## config.mk

```make
export PLATFORM = sky130hd
export DESIGN_NAME = tuner_ctl_slave
export DESIGN_NICKNAME = d
export VERILOG_FILES = /design/src/rtl/tuner_ctl_pkg.sv /design/src/rtl/tuner_ctl_fsm.sv /design/src/rtl/tuner_ctl_regs.sv /design/src/rtl/tuner_ctl_slave.sv
export SDC_FILE = /design/constraint.sdc
export NUM_CORES = 1
export LEC_CHECK = 0
export ABC_AREA = 1
export CORE_ASPECT_RATIO = 0.75
export CORE_MARGIN = 3
export CORE_UTILIZATION = 49
export DETAILED_ROUTE_END_ITERATION = 12
export PLACE_DENSITY = 0.79
export SETUP_SLACK_MARGIN = 0.05
export SLEW_MARGIN = 0
export SYNTH_ARGS = -nofsm -noshare
export SYNTH_HDL_FRONTEND = slang
export SYNTH_SLANG_ARGS = --single-unit
```

## constraint.sdc

```tcl
create_clock -name clk -period 2 [get_ports clk]
set_input_delay 0.4 -clock clk [delete_from_list [all_inputs] [get_ports clk]]
set_output_delay 0.4 -clock clk [all_outputs]
set_load 0.05 [all_outputs]
```

## src/rtl/tuner_ctl_pkg.sv

```systemverilog
package tuner_ctl_pkg;

  // Strobes from the bus control to the register datapath
  typedef struct packed {
    logic       idxLoad;  // byteVal is a new register index
    logic       wrEn;     // store byteVal at index, then advance
    logic       idxInc;   // master acknowledged a read byte
    logic       rdTake;   // the byte at index is now shifting out
    logic       busStop;  // STOP seen on the bus
    logic [7:0] byteVal;
  } ctlStrobe_t;

  typedef enum logic [3:0] {
    ST_IDLE, ST_ADDR, ST_IDX, ST_WDAT, ST_ACK_ON, ST_ACK_OFF,
    ST_RD_BIT, ST_RD_REL, ST_RD_MACK, ST_RD_NEXT, ST_WAIT
  } busState_t;

  typedef enum logic [1:0] {AK_ADDR_W, AK_ADDR_R, AK_IDX, AK_DATA} ackKind_t;

endpackage

```

## src/rtl/tuner_ctl_fsm.sv

```systemverilog
module tuner_ctl_fsm
  import tuner_ctl_pkg::*;
#(
  parameter int         SYNC_STAGES = 2,
  parameter logic [6:0] SLAVE_BASE  = 7'h60
) (
  input  logic       clk,
  input  logic       rstN,
  input  logic       sclIn,
  input  logic       sdaIn,
  input  logic       addrSel,
  input  logic [7:0] rdByte,
  output logic       sdaOe,
  output ctlStrobe_t strb
);

  localparam int CNT_W = $clog2(8);

  logic [SYNC_STAGES-1:0] sclPipe, sdaPipe;
  logic sclS, sdaS, sclP, sdaP;
  logic sclRise, sclFall, isStart, isStop;
  busState_t state;
  ackKind_t  ackKind;
  logic [CNT_W-1:0] bitCnt;
  logic [7:0] rxSh, txSh, rxFull;
  logic [6:0] devAddr;

  always_ff @(posedge clk or negedge rstN) begin
    if (!rstN) begin
      sclPipe <= '1;
      sdaPipe <= '1;
      sclP    <= 1'b1;
      sdaP    <= 1'b1;
    end else begin
      sclPipe <= {sclPipe[SYNC_STAGES-2:0], sclIn};
      sdaPipe <= {sdaPipe[SYNC_STAGES-2:0], sdaIn};
      sclP    <= sclS;
      sdaP    <= sdaS;
    end
  end

  assign sclS    = sclPipe[SYNC_STAGES-1];
  assign sdaS    = sdaPipe[SYNC_STAGES-1];
  assign sclRise = sclS & ~sclP;
  assign sclFall = ~sclS & sclP;
  assign isStart = sclS & sclP & sdaP & ~sdaS;
  assign isStop  = sclS & sclP & ~sdaP & sdaS;
  assign rxFull  = {rxSh[6:0], sdaS};
  assign devAddr = {SLAVE_BASE[6:1], addrSel};

  always_ff @(posedge clk or negedge rstN) begin
    if (!rstN) begin
      state   <= ST_IDLE;
      ackKind <= AK_ADDR_W;
      bitCnt  <= '0;
      rxSh    <= '0;
      txSh    <= '0;
      sdaOe   <= 1'b0;
      strb    <= '0;
    end else begin
      strb <= '0;
      if (isStart) begin
        state  <= ST_ADDR;
        bitCnt <= '0;
        sdaOe  <= 1'b0;
      end else if (isStop) begin
        state        <= ST_IDLE;
        sdaOe        <= 1'b0;
        strb.busStop <= 1'b1;
      end else begin
        case (state)
          ST_ADDR, ST_IDX, ST_WDAT: if (sclRise) begin
            rxSh   <= rxFull;
            bitCnt <= bitCnt + 1'b1;
            if (bitCnt == 3'd7) begin
              if (state == ST_ADDR) begin
                if (rxFull[7:1] == devAddr) begin
                  ackKind <= rxFull[0] ? AK_ADDR_R : AK_ADDR_W;
                  state   <= ST_ACK_ON;
                end else begin
                  state <= ST_WAIT;
                end
              end else begin
                ackKind <= (state == ST_IDX) ? AK_IDX : AK_DATA;
                state   <= ST_ACK_ON;
              end
            end
          end
          ST_ACK_ON: if (sclFall) begin
            sdaOe <= 1'b1;
            state <= ST_ACK_OFF;
          end
          ST_ACK_OFF: if (sclFall) begin
            bitCnt <= '0;
            case (ackKind)
              AK_ADDR_W: begin
                sdaOe <= 1'b0;
                state <= ST_IDX;
              end
              AK_ADDR_R: begin
                txSh        <= rdByte;
                sdaOe       <= ~rdByte[7];
                strb.rdTake <= 1'b1;
                state       <= ST_RD_BIT;
              end
              AK_IDX: begin
                sdaOe        <= 1'b0;
                strb.idxLoad <= 1'b1;
                strb.byteVal <= rxSh;
                state        <= ST_WDAT;
              end
              default: begin
                sdaOe        <= 1'b0;
                strb.wrEn    <= 1'b1;
                strb.byteVal <= rxSh;
                state        <= ST_WDAT;
              end
            endcase
          end
          ST_RD_BIT: begin
            if (sclRise) begin
              bitCnt <= bitCnt + 1'b1;
              if (bitCnt == 3'd7) state <= ST_RD_REL;
            end else if (sclFall) begin
              txSh  <= {txSh[6:0], 1'b0};
              sdaOe <= ~txSh[6];
            end
          end
          ST_RD_REL: if (sclFall) begin
            sdaOe <= 1'b0;
            state <= ST_RD_MACK;
          end
          ST_RD_MACK: if (sclRise) begin
            if (!sdaS) begin
              strb.idxInc <= 1'b1;
              state       <= ST_RD_NEXT;
            end else begin
              state <= ST_WAIT;
            end
          end
          ST_RD_NEXT: if (sclFall) begin
            bitCnt      <= '0;
            txSh        <= rdByte;
            sdaOe       <= ~rdByte[7];
            strb.rdTake <= 1'b1;
            state       <= ST_RD_BIT;
          end
          default: ;
        endcase
      end
    end
  end

endmodule

```

## src/rtl/tuner_ctl_regs.sv

```systemverilog
module tuner_ctl_regs
  import tuner_ctl_pkg::*;
#(
  parameter int NUM_CFG  = 12,
  parameter int TRIG_IDX = 4
) (
  input  logic                 clk,
  input  logic                 rstN,
  input  ctlStrobe_t           strb,
  input  logic                 calOk,
  input  logic                 calIdle,
  input  logic                 pllLock,
  input  logic [4:0]           vcoBand,
  input  logic [2:0]           tuneCode,
  output logic [7:0]           rdByte,
  output logic [NUM_CFG*8-1:0] cfgFlat,
  output logic                 calStart
);

  localparam int         NUM_STAT  = 2;
  localparam logic [7:0] STAT1_IDX = 8'(NUM_CFG);
  localparam logic [7:0] STAT2_IDX = 8'(NUM_CFG + 1);
  localparam logic [7:0] LAST_IDX  = 8'(NUM_CFG + NUM_STAT - 1);
  localparam logic [7:0] TRIG      = 8'(TRIG_IDX);

  function automatic logic [7:0] cfgDefault(input int i);
    case (i)
      0: return 8'h80;
      1: return 8'h23;
      2: return 8'h02;
      3: return 8'hF6;
      4: return 8'h84;
      5: return 8'h01;
      6: return 8'hC0;
      7: return 8'hCC;
      default: return 8'h00;
    endcase
  endfunction

  logic [7:0] idx;
  logic [7:0] cfg [NUM_CFG];
  logic porFlag, porPend;

  always_ff @(posedge clk or negedge rstN) begin
    if (!rstN) begin
      idx <= '0;
    end else if (strb.idxLoad) begin
      idx <= strb.byteVal;
    end else if (strb.wrEn || strb.idxInc) begin
      idx <= (idx >= LAST_IDX) ? 8'h00 : idx + 8'h01;
    end
  end

  for (genvar g = 0; g < NUM_CFG; g++) begin : gCfg
    always_ff @(posedge clk or negedge rstN) begin
      if (!rstN) cfg[g] <= cfgDefault(g);
      else if (strb.wrEn && idx == 8'(g)) cfg[g] <= strb.byteVal;
    end
    assign cfgFlat[g*8 +: 8] = cfg[g];
  end

  always_ff @(posedge clk or negedge rstN) begin
    if (!rstN) begin
      porFlag  <= 1'b1;
      porPend  <= 1'b0;
      calStart <= 1'b0;
    end else begin
      calStart <= strb.wrEn && (idx == TRIG);
      if (strb.busStop) begin
        porPend <= 1'b0;
        if (porPend) porFlag <= 1'b0;
      end else if (strb.rdTake && idx == STAT1_IDX) begin
        porPend <= 1'b1;
      end
    end
  end

  always_comb begin
    rdByte = 8'h00;
    for (int i = 0; i < NUM_CFG; i++)
      if (idx == 8'(i)) rdByte = cfg[i];
    if (idx == STAT1_IDX) rdByte = {porFlag, calOk, calIdle, pllLock, 4'b0000};
    if (idx == STAT2_IDX) rdByte = {vcoBand, tuneCode};
  end

endmodule

```

## src/rtl/tuner_ctl_slave.sv

```systemverilog
module tuner_ctl_slave
  import tuner_ctl_pkg::*;
#(
  parameter int         NUM_CFG     = 12,
  parameter int         TRIG_IDX    = 4,
  parameter int         SYNC_STAGES = 2,
  parameter logic [6:0] SLAVE_BASE  = 7'h60
) (
  input  logic                 clk,
  input  logic                 rstN,
  input  logic                 sclIn,
  input  logic                 sdaIn,
  input  logic                 addrSel,
  output logic                 sdaOe,
  input  logic                 calOk,
  input  logic                 calIdle,
  input  logic                 pllLock,
  input  logic [4:0]           vcoBand,
  input  logic [2:0]           tuneCode,
  output logic [NUM_CFG*8-1:0] cfgFlat,
  output logic                 calStart
);

  ctlStrobe_t strb;
  logic [7:0] rdByte;

  tuner_ctl_fsm #(.SYNC_STAGES(SYNC_STAGES), .SLAVE_BASE(SLAVE_BASE)) u_fsm (
    .clk(clk), .rstN(rstN), .sclIn(sclIn), .sdaIn(sdaIn), .addrSel(addrSel),
    .rdByte(rdByte), .sdaOe(sdaOe), .strb(strb)
  );

  tuner_ctl_regs #(.NUM_CFG(NUM_CFG), .TRIG_IDX(TRIG_IDX)) u_regs (
    .clk(clk), .rstN(rstN), .strb(strb), .calOk(calOk), .calIdle(calIdle),
    .pllLock(pllLock), .vcoBand(vcoBand), .tuneCode(tuneCode),
    .rdByte(rdByte), .cfgFlat(cfgFlat), .calStart(calStart)
  );

endmodule

```

# Word level (Yosys, flattened, before mapping)
# Index checks and enable logic that the tools add are counted.
totals:
  regBits: 151
  input_bits: 16
  out_inout_bits: 98
op_classes:
  addsub: 2
  magnitude_cmp: 1
  eq_ne: 46
  muxes: 78
  n_bitwise: 15
  reduce_logical: 34
op_table:
  columns: ["operator", "n"]
  rows:
  - ["8-bit two-way mux", 21]
  - ["4-bit two-way mux", 14]
  - ["8-bit by 4-bit equality test with 1-bit output, second input constant", 6]
  - ["4-bit by 1-bit != test with 1-bit output, second input constant", 10]
  - ["7-bit two-way mux", 5]
  - ["8-bit by 3-bit equality test with 1-bit output, second input constant", 4]
  - ["4-bit one-hot mux with 7 select lines", 1]
  - ["1-bit two-way mux", 22]
  - ["7-bit one-hot mux with 3 select lines", 1]
  - ["4-bit by 3-bit equality test with 1-bit output, second input constant", 4]
  - ["8-bit by 2-bit equality test with 1-bit output, second input constant", 2]
  - ["1-bit logical AND", 13]
  - ["13-bit two-way mux", 1]
  - ["3-bit two-way mux", 4]
  - ["3-bit one-hot mux with 2 select lines", 2]
  - ["2-bit two-way mux", 5]
  - ["10-bit AND reduction", 1]
  - ["9-bit nonzero test", 1]
  - ["8-bit by 1-bit adder with 8-bit output, second input constant", 1]
  - ["4-bit by 2-bit equality test with 1-bit output, second input constant", 2]
  - ["4-bit equality test, second input constant", 2]
  - ["8-bit by 1-bit equality test with 1-bit output, second input constant", 1]
  - ["8-bit by 4-bit >= comparator with 1-bit output, second input constant", 1]
  - ["8-bit logical NOT", 1]
  - ["27 further kinds", 51]

# Longest topological paths before layout
# Gate-level depths: netlist of the first run.
depth:
  ltp_word: 21
  depth_mapped: 22

# Hierarchy
# A second synthesis of the first run with hierarchy kept.
unflattened:
  hier_cells: 936
  hier_area_um2: 7384.6
modules_own_cells:
  columns: ["module", "n_inst", "cells_per_inst", "area_per_inst_um2"]
  rows:
  - ["tuner_ctl_regs", 1, 658, 5180.0]
  - ["tuner_ctl_fsm", 1, 278, 2204.6]

# Worst setup path after synthesis of the first run
# OpenSTA, ideal clock, no wires.
synth_timing:
  kind: "register to register"
  startpoint: "register u_regs.idx[0]"
  endpoint: "register u_fsm.txSh[6]"
  arrival_time_ns: 1.989
  required_time_ns: 1.934
  slack_ns: -0.055
  path_stages_with_launch: 19
  path_buffers: 0
  period_less_slack_ns: 2.055
  cell_sequence: "dfrtp_1 -> inv_1 -> ha_1 -> nand2_1 -> nor2_8 -> nand3_1 -> nand2_1 -> o21ai_0 -> o21ai_0 -> nor2_1 -> o21ai_1 -> o21ai_1 -> nand3_1 -> o21ai_1 -> o21ai_1 -> nand2_1 -> nand2_1 -> nand2_1 -> nand2_1"
synth_via:
  elab_chain_cells: 18
  word_cells_on_any_way: 32
synth_rtl:
  columns: ["item", "line_no", "source"]
  rows:
  - ["start: declaration", "tuner_ctl_regs.sv:40", "logic [7:0] idx;"]
  - ["start signal: assignment", "tuner_ctl_regs.sv:48", "idx <= strb.byteVal;"]
  - ["start signal: assignment", "tuner_ctl_regs.sv:50", "idx <= (idx >= LAST_IDX) ? 8'h00 : idx + 8'h01;"]
  - ["8-bit logical NOT", "tuner_ctl_regs.sv:81", "if (idx == 8'(i)) rdByte = cfg[i];"]
  - ["8-bit two-way mux (12 in a row)", "tuner_ctl_regs.sv:81", null]
  - ["8-bit two-way mux", "tuner_ctl_regs.sv:82", "if (idx == STAT1_IDX) rdByte = {porFlag, calOk, calIdle, pllLock, 4'b0000};"]
  - ["8-bit two-way mux *", "tuner_ctl_regs.sv:83", "if (idx == STAT2_IDX) rdByte = {vcoBand, tuneCode};"]
  - ["7-bit two-way mux", "tuner_ctl_fsm.sv:95", "case (ackKind)"]
  - ["7-bit two-way mux", "tuner_ctl_fsm.sv:93", "ST_ACK_OFF: if (sclFall) begin"]
  - ["7-bit one-hot mux with 3 select lines *", "tuner_ctl_fsm.sv:71", "case (state)"]
  - ["end signal: assignment", "tuner_ctl_fsm.sv:101", "txSh <= rdByte;"]
  - ["end signal: assignment", "tuner_ctl_fsm.sv:125", "txSh <= {txSh[6:0], 1'b0};"]
  - ["end signal: assignment", "tuner_ctl_fsm.sv:143", "txSh <= rdByte;"]
  - ["end: declaration", "tuner_ctl_fsm.sv:25", "logic [7:0] rxSh, txSh, rxFull;"]
# Every way passes the cells marked *; elsewhere a longest branch is shown, timed or not. The select of a mux whose other input is x is not followed.
# A chain may end at the register's enable or synchronous reset.

# Worst setup path in the final report of the first run
layout_timing:
  startpoint: "register u_regs.idx[3]"
  endpoint: "register u_fsm.txSh[1]"
# Same word-level chain as after synthesis.

==> results of run 1 <==
path summary, 6_finish.rpt:
kind	startpoint	endpoint	slack (ps)	depth (start not counted)
worst min-delay path	u_fsm.sdaPipe[0]$_DFF_PN1_	u_fsm.sdaPipe[1]$_DFF_PN1_	360	0
worst max register to register	u_regs.idx[3]$_DFFE_PN0P_	u_fsm.txSh[1]$_DFFE_PN0P_	-450	19
max in group asynchronous	rstN	u_regs.porFlag$_DFFE_PN1P_	870	3
worst min register to register	u_fsm.sdaPipe[0]$_DFF_PN1_	u_fsm.sdaPipe[1]$_DFF_PN1_	360	0
worst max-delay path	u_regs.idx[3]$_DFFE_PN0P_	u_fsm.txSh[1]$_DFFE_PN0P_	-450	19
min in group asynchronous	rstN	u_regs.cfgFlat[48]$_DFFE_PN0P_	440	2
repair_timing:
action / in CTS / in global routing
setup buffers: 14 / 16
pin swaps: 32 / 49
endpoints found under the hold margin: 28 / 0
resized for setup: 127 / 128
hold buffers: 1 / 0
setup endpoints to repair: 120 / 93
gates cloned: 1 / 2
routing by layer:
layer,track usage (%),vias up
li1,-,3267
met1,39.7,3502
met4,10.9,0
met5,0,-
met2,40.0,385
met3,5.46,73
through the flow:
| stage | util (%) | hold WS, ps | std cells |
|---|---|---|---|
| 2_1_floorplan | - | 104 | 866 |
| 3_3_place_gp | 63.4 | 319 | 1210 |
| 3_5_place_dp | 63.4 | 322 | 1210 |
| 4_1_cts | 69.5 | 358 | 1258 |
| 5_1_grt | 73.1 | 359 | 1275 |
| 6_report | 73.1 | 357 | 1275 |
cells by family (layout without fill, tap and decap cells):
kind of cell,count (synthesis),count (layout),share of synthesized area (%)
flops,151,151,53.3
simple gates,360,363,21.8
fa+ha+maj,6,6,1.05
buf+inv,116,327,6.42
compound gates,233,233,17.4
cell usage after synthesis (all sizes together):
master and count:
o31ai 3, nand2 232, nand4 5, a21oi 53
o2111ai 3, nand3 24, nor2 69, o21a 2
dfstp 27, a22oi 5, ha 6, or2 8
buf 7, a31o 1, clkbuf 25, o311ai 1
dfrtp 124, nor3 22, o211ai 9, a31oi 3
a211oi 2, o21ai 151, inv 84
cell type report:
class | count | area [µm²]
multi-input cells | 602 | 3370
clock inverters | 12 | 179
repair buffers | 211 | 1840
well taps | 195 | 244
flip-flops and latches | 151 | 3820
clock buffers | 20 | 437
inverters | 84 | 328
fillers | 999 | 3760
flip-flops by register name, indices dropped and copies added, names as in the netlist:
signal / flops
u_fsm.bitCnt: 3
u_fsm.sdaPipe: 2
u_regs.porPend: 1
u_fsm.state: 4
u_fsm.ackKind: 2
u_regs.idx: 8
u_fsm.rxSh: 8
u_regs.porFlag: 1
u_fsm.sclP: 1
u_fsm.sdaOe: 1
u_fsm.txSh: 7
u_fsm.strb: 13
u_fsm.sclPipe: 2
u_regs.cfgFlat: 96
u_regs.calStart: 1
u_fsm.sdaP: 1
worst reg2reg max path: stages (launching register included):
cell and delay, ps:
dfrtp_1 410, nor2_4 250, nand2_2 100, nor2_4 150, inv_4 70, buf_6 120
o211ai_1 200, nand2_1 90, nand2_1 100, nand3_2 80, nand2_1 70, nand2_1 70
o211ai_1 100, nand3_1 110, o211ai_1 110, nand2_1 80, nand2_1 70, nand2_1 50
nand2_1 50, o21ai_1 60
power by group through the flow:
stage	Clock, W	Combinational, W	Sequential (W)
global route	0.00354	0.00515	0.00360
floorplan	0	0.00228	0.00358
finish	0.00343	0.00474	0.00357
detailed placement	0	0.00367	0.00356
global placement	0	0.00359	0.00355
CTS	0.00342	0.00404	0.00354
==> results.cfg, run 1 <==
[global_route]
grt_pass1_vias = 6686
antenna_found_initial = 0
grt_pass1_wl_um = 35200
grt_max_degree = 54
overflow = 0
grt.total_usage_pct = 27.2

[timing]
slew_headroom_pct = 55.1
finalSetupTns_ps = -3240
setup_viol = 8
fin_ws_ps = -449
slew_violations = 0
post-route-period-util_pct = 122
final.setup_skew_ps = 11.0
finalCriticalPeriod_ps = 2450
worstMarginPinSlew_ps = 673
fmax_mhz = 408
rsz0062_at_grt = yes
hold_viol = 0

[yosys]
synthTopCellsByArea = dfrtp_1, nand2_1, dfstp_2
yosys_warnings = 0
ys_seq_area_share_pct = 53.3
synth_nets = 888
syn_area_um2 = 7150
synth_top_cell_area_share_pct = 43.4
ys_ff_latch = 151
synth_top_cell_by_area = dfrtp_1
synth_cell_types = 38
syn_avg_cell_area_um2 = 8.25
netlist_instances = 866

[routing]
first_pass_iters = 5
routedWlPerCell_um = 18.6
via_count = 7227
met3WireLength_um = 2150
drtIter0Drc = 710
routed_via_density = 5.67
drc_errors = 0
wl_met1_um = 10100
topRoutingLayerUsed = met4
ant_nets = 0
drt-total-wl_um = 23700
wl_met2_um = 10500

[floorplanning]
die_x_um = 145
core_um2 = 14000
rows = 37
dieArea_um2 = 16100
die_h_um = 111
io_pins = 114
start_util_pct = 51.1

[place]
gp_congestion = 0.946
place_area_um2 = 8870
io_buffers = 113
hpwlAfterDp_um = 15100
post-place-ws_ps = -415

[setup_path]
critPathRequiredTime_ps = 2320
crit_family = simple AND/OR/NAND/NOR gates
start_kind = flip-flop
path_max_fanout = 6
crit_type = flip-flop to flip-flop
crit_slowest_cell = dfrtp_1
critPathMaxStageDelay_ps = 410
crit_top_cell = nand2_1
worstPathArrival_ps = 2770
crit_buf_inv = 2
crit_chain = nor2_4 -> nand2_2 -> nor2_4 -> inv_4 -> buf_6 -> o211ai_1 -> nand2_1 -> nand2_1 -> nand3_2 -> nand2_1 -> nand2_1 -> o211ai_1 -> nand3_1 -> o211ai_1 -> nand2_1 -> nand2_1 -> nand2_1 -> nand2_1 -> o21ai_1
crit_path_end_kind = flip-flop

[pwr]
power.total_w = 0.0117
swShare_pct = 36.9
seq_power_share_pct = 30.4
clkPwrFrac_pct = 29.2
power.internal_w = 0.00741
max-vdd-ir-drop_mv = 0.780
power.density_nw_per_um2 = 1150
combPwrFrac_pct = 40.4
p_leak_nw = 4.97
p_switching_w = 0.00433

[clocking]
clkLatencyLatePin_ps = 430
numCtsBuffers = 17
cts_buffer_depth = 2
clock_sinks = 151
clk_pin_slew_ps = 70
cts_tree = yes
cts-root-buf = clkbuf_16
htree_levels = 4

[job]
maxCapViolations = 0

[cells_and_area]
drive_gt1_share_pct = 29.4
layout_commonest_cell = nand2_1
design_area_um2 = 10200
fin_nets = 1089
diodes = 0
area_growth_pct = 42.9
final_cell_mix = nand2_1, dfrtp_1, buf_4

[hold_path]
hold_path_class = flip-flop to flip-flop

[run_status]
outcome = finished with violations
violations = setup timing
No activity file was read; power rests on OpenSTA's default activity.
==> run 2, diff against run 1 <==
CTS_CLUSTER_SIZE = 24   (was unset)
==> results of run 2 <==
Same layout as run 1: the final DEF is identical, and so are final timing and power.
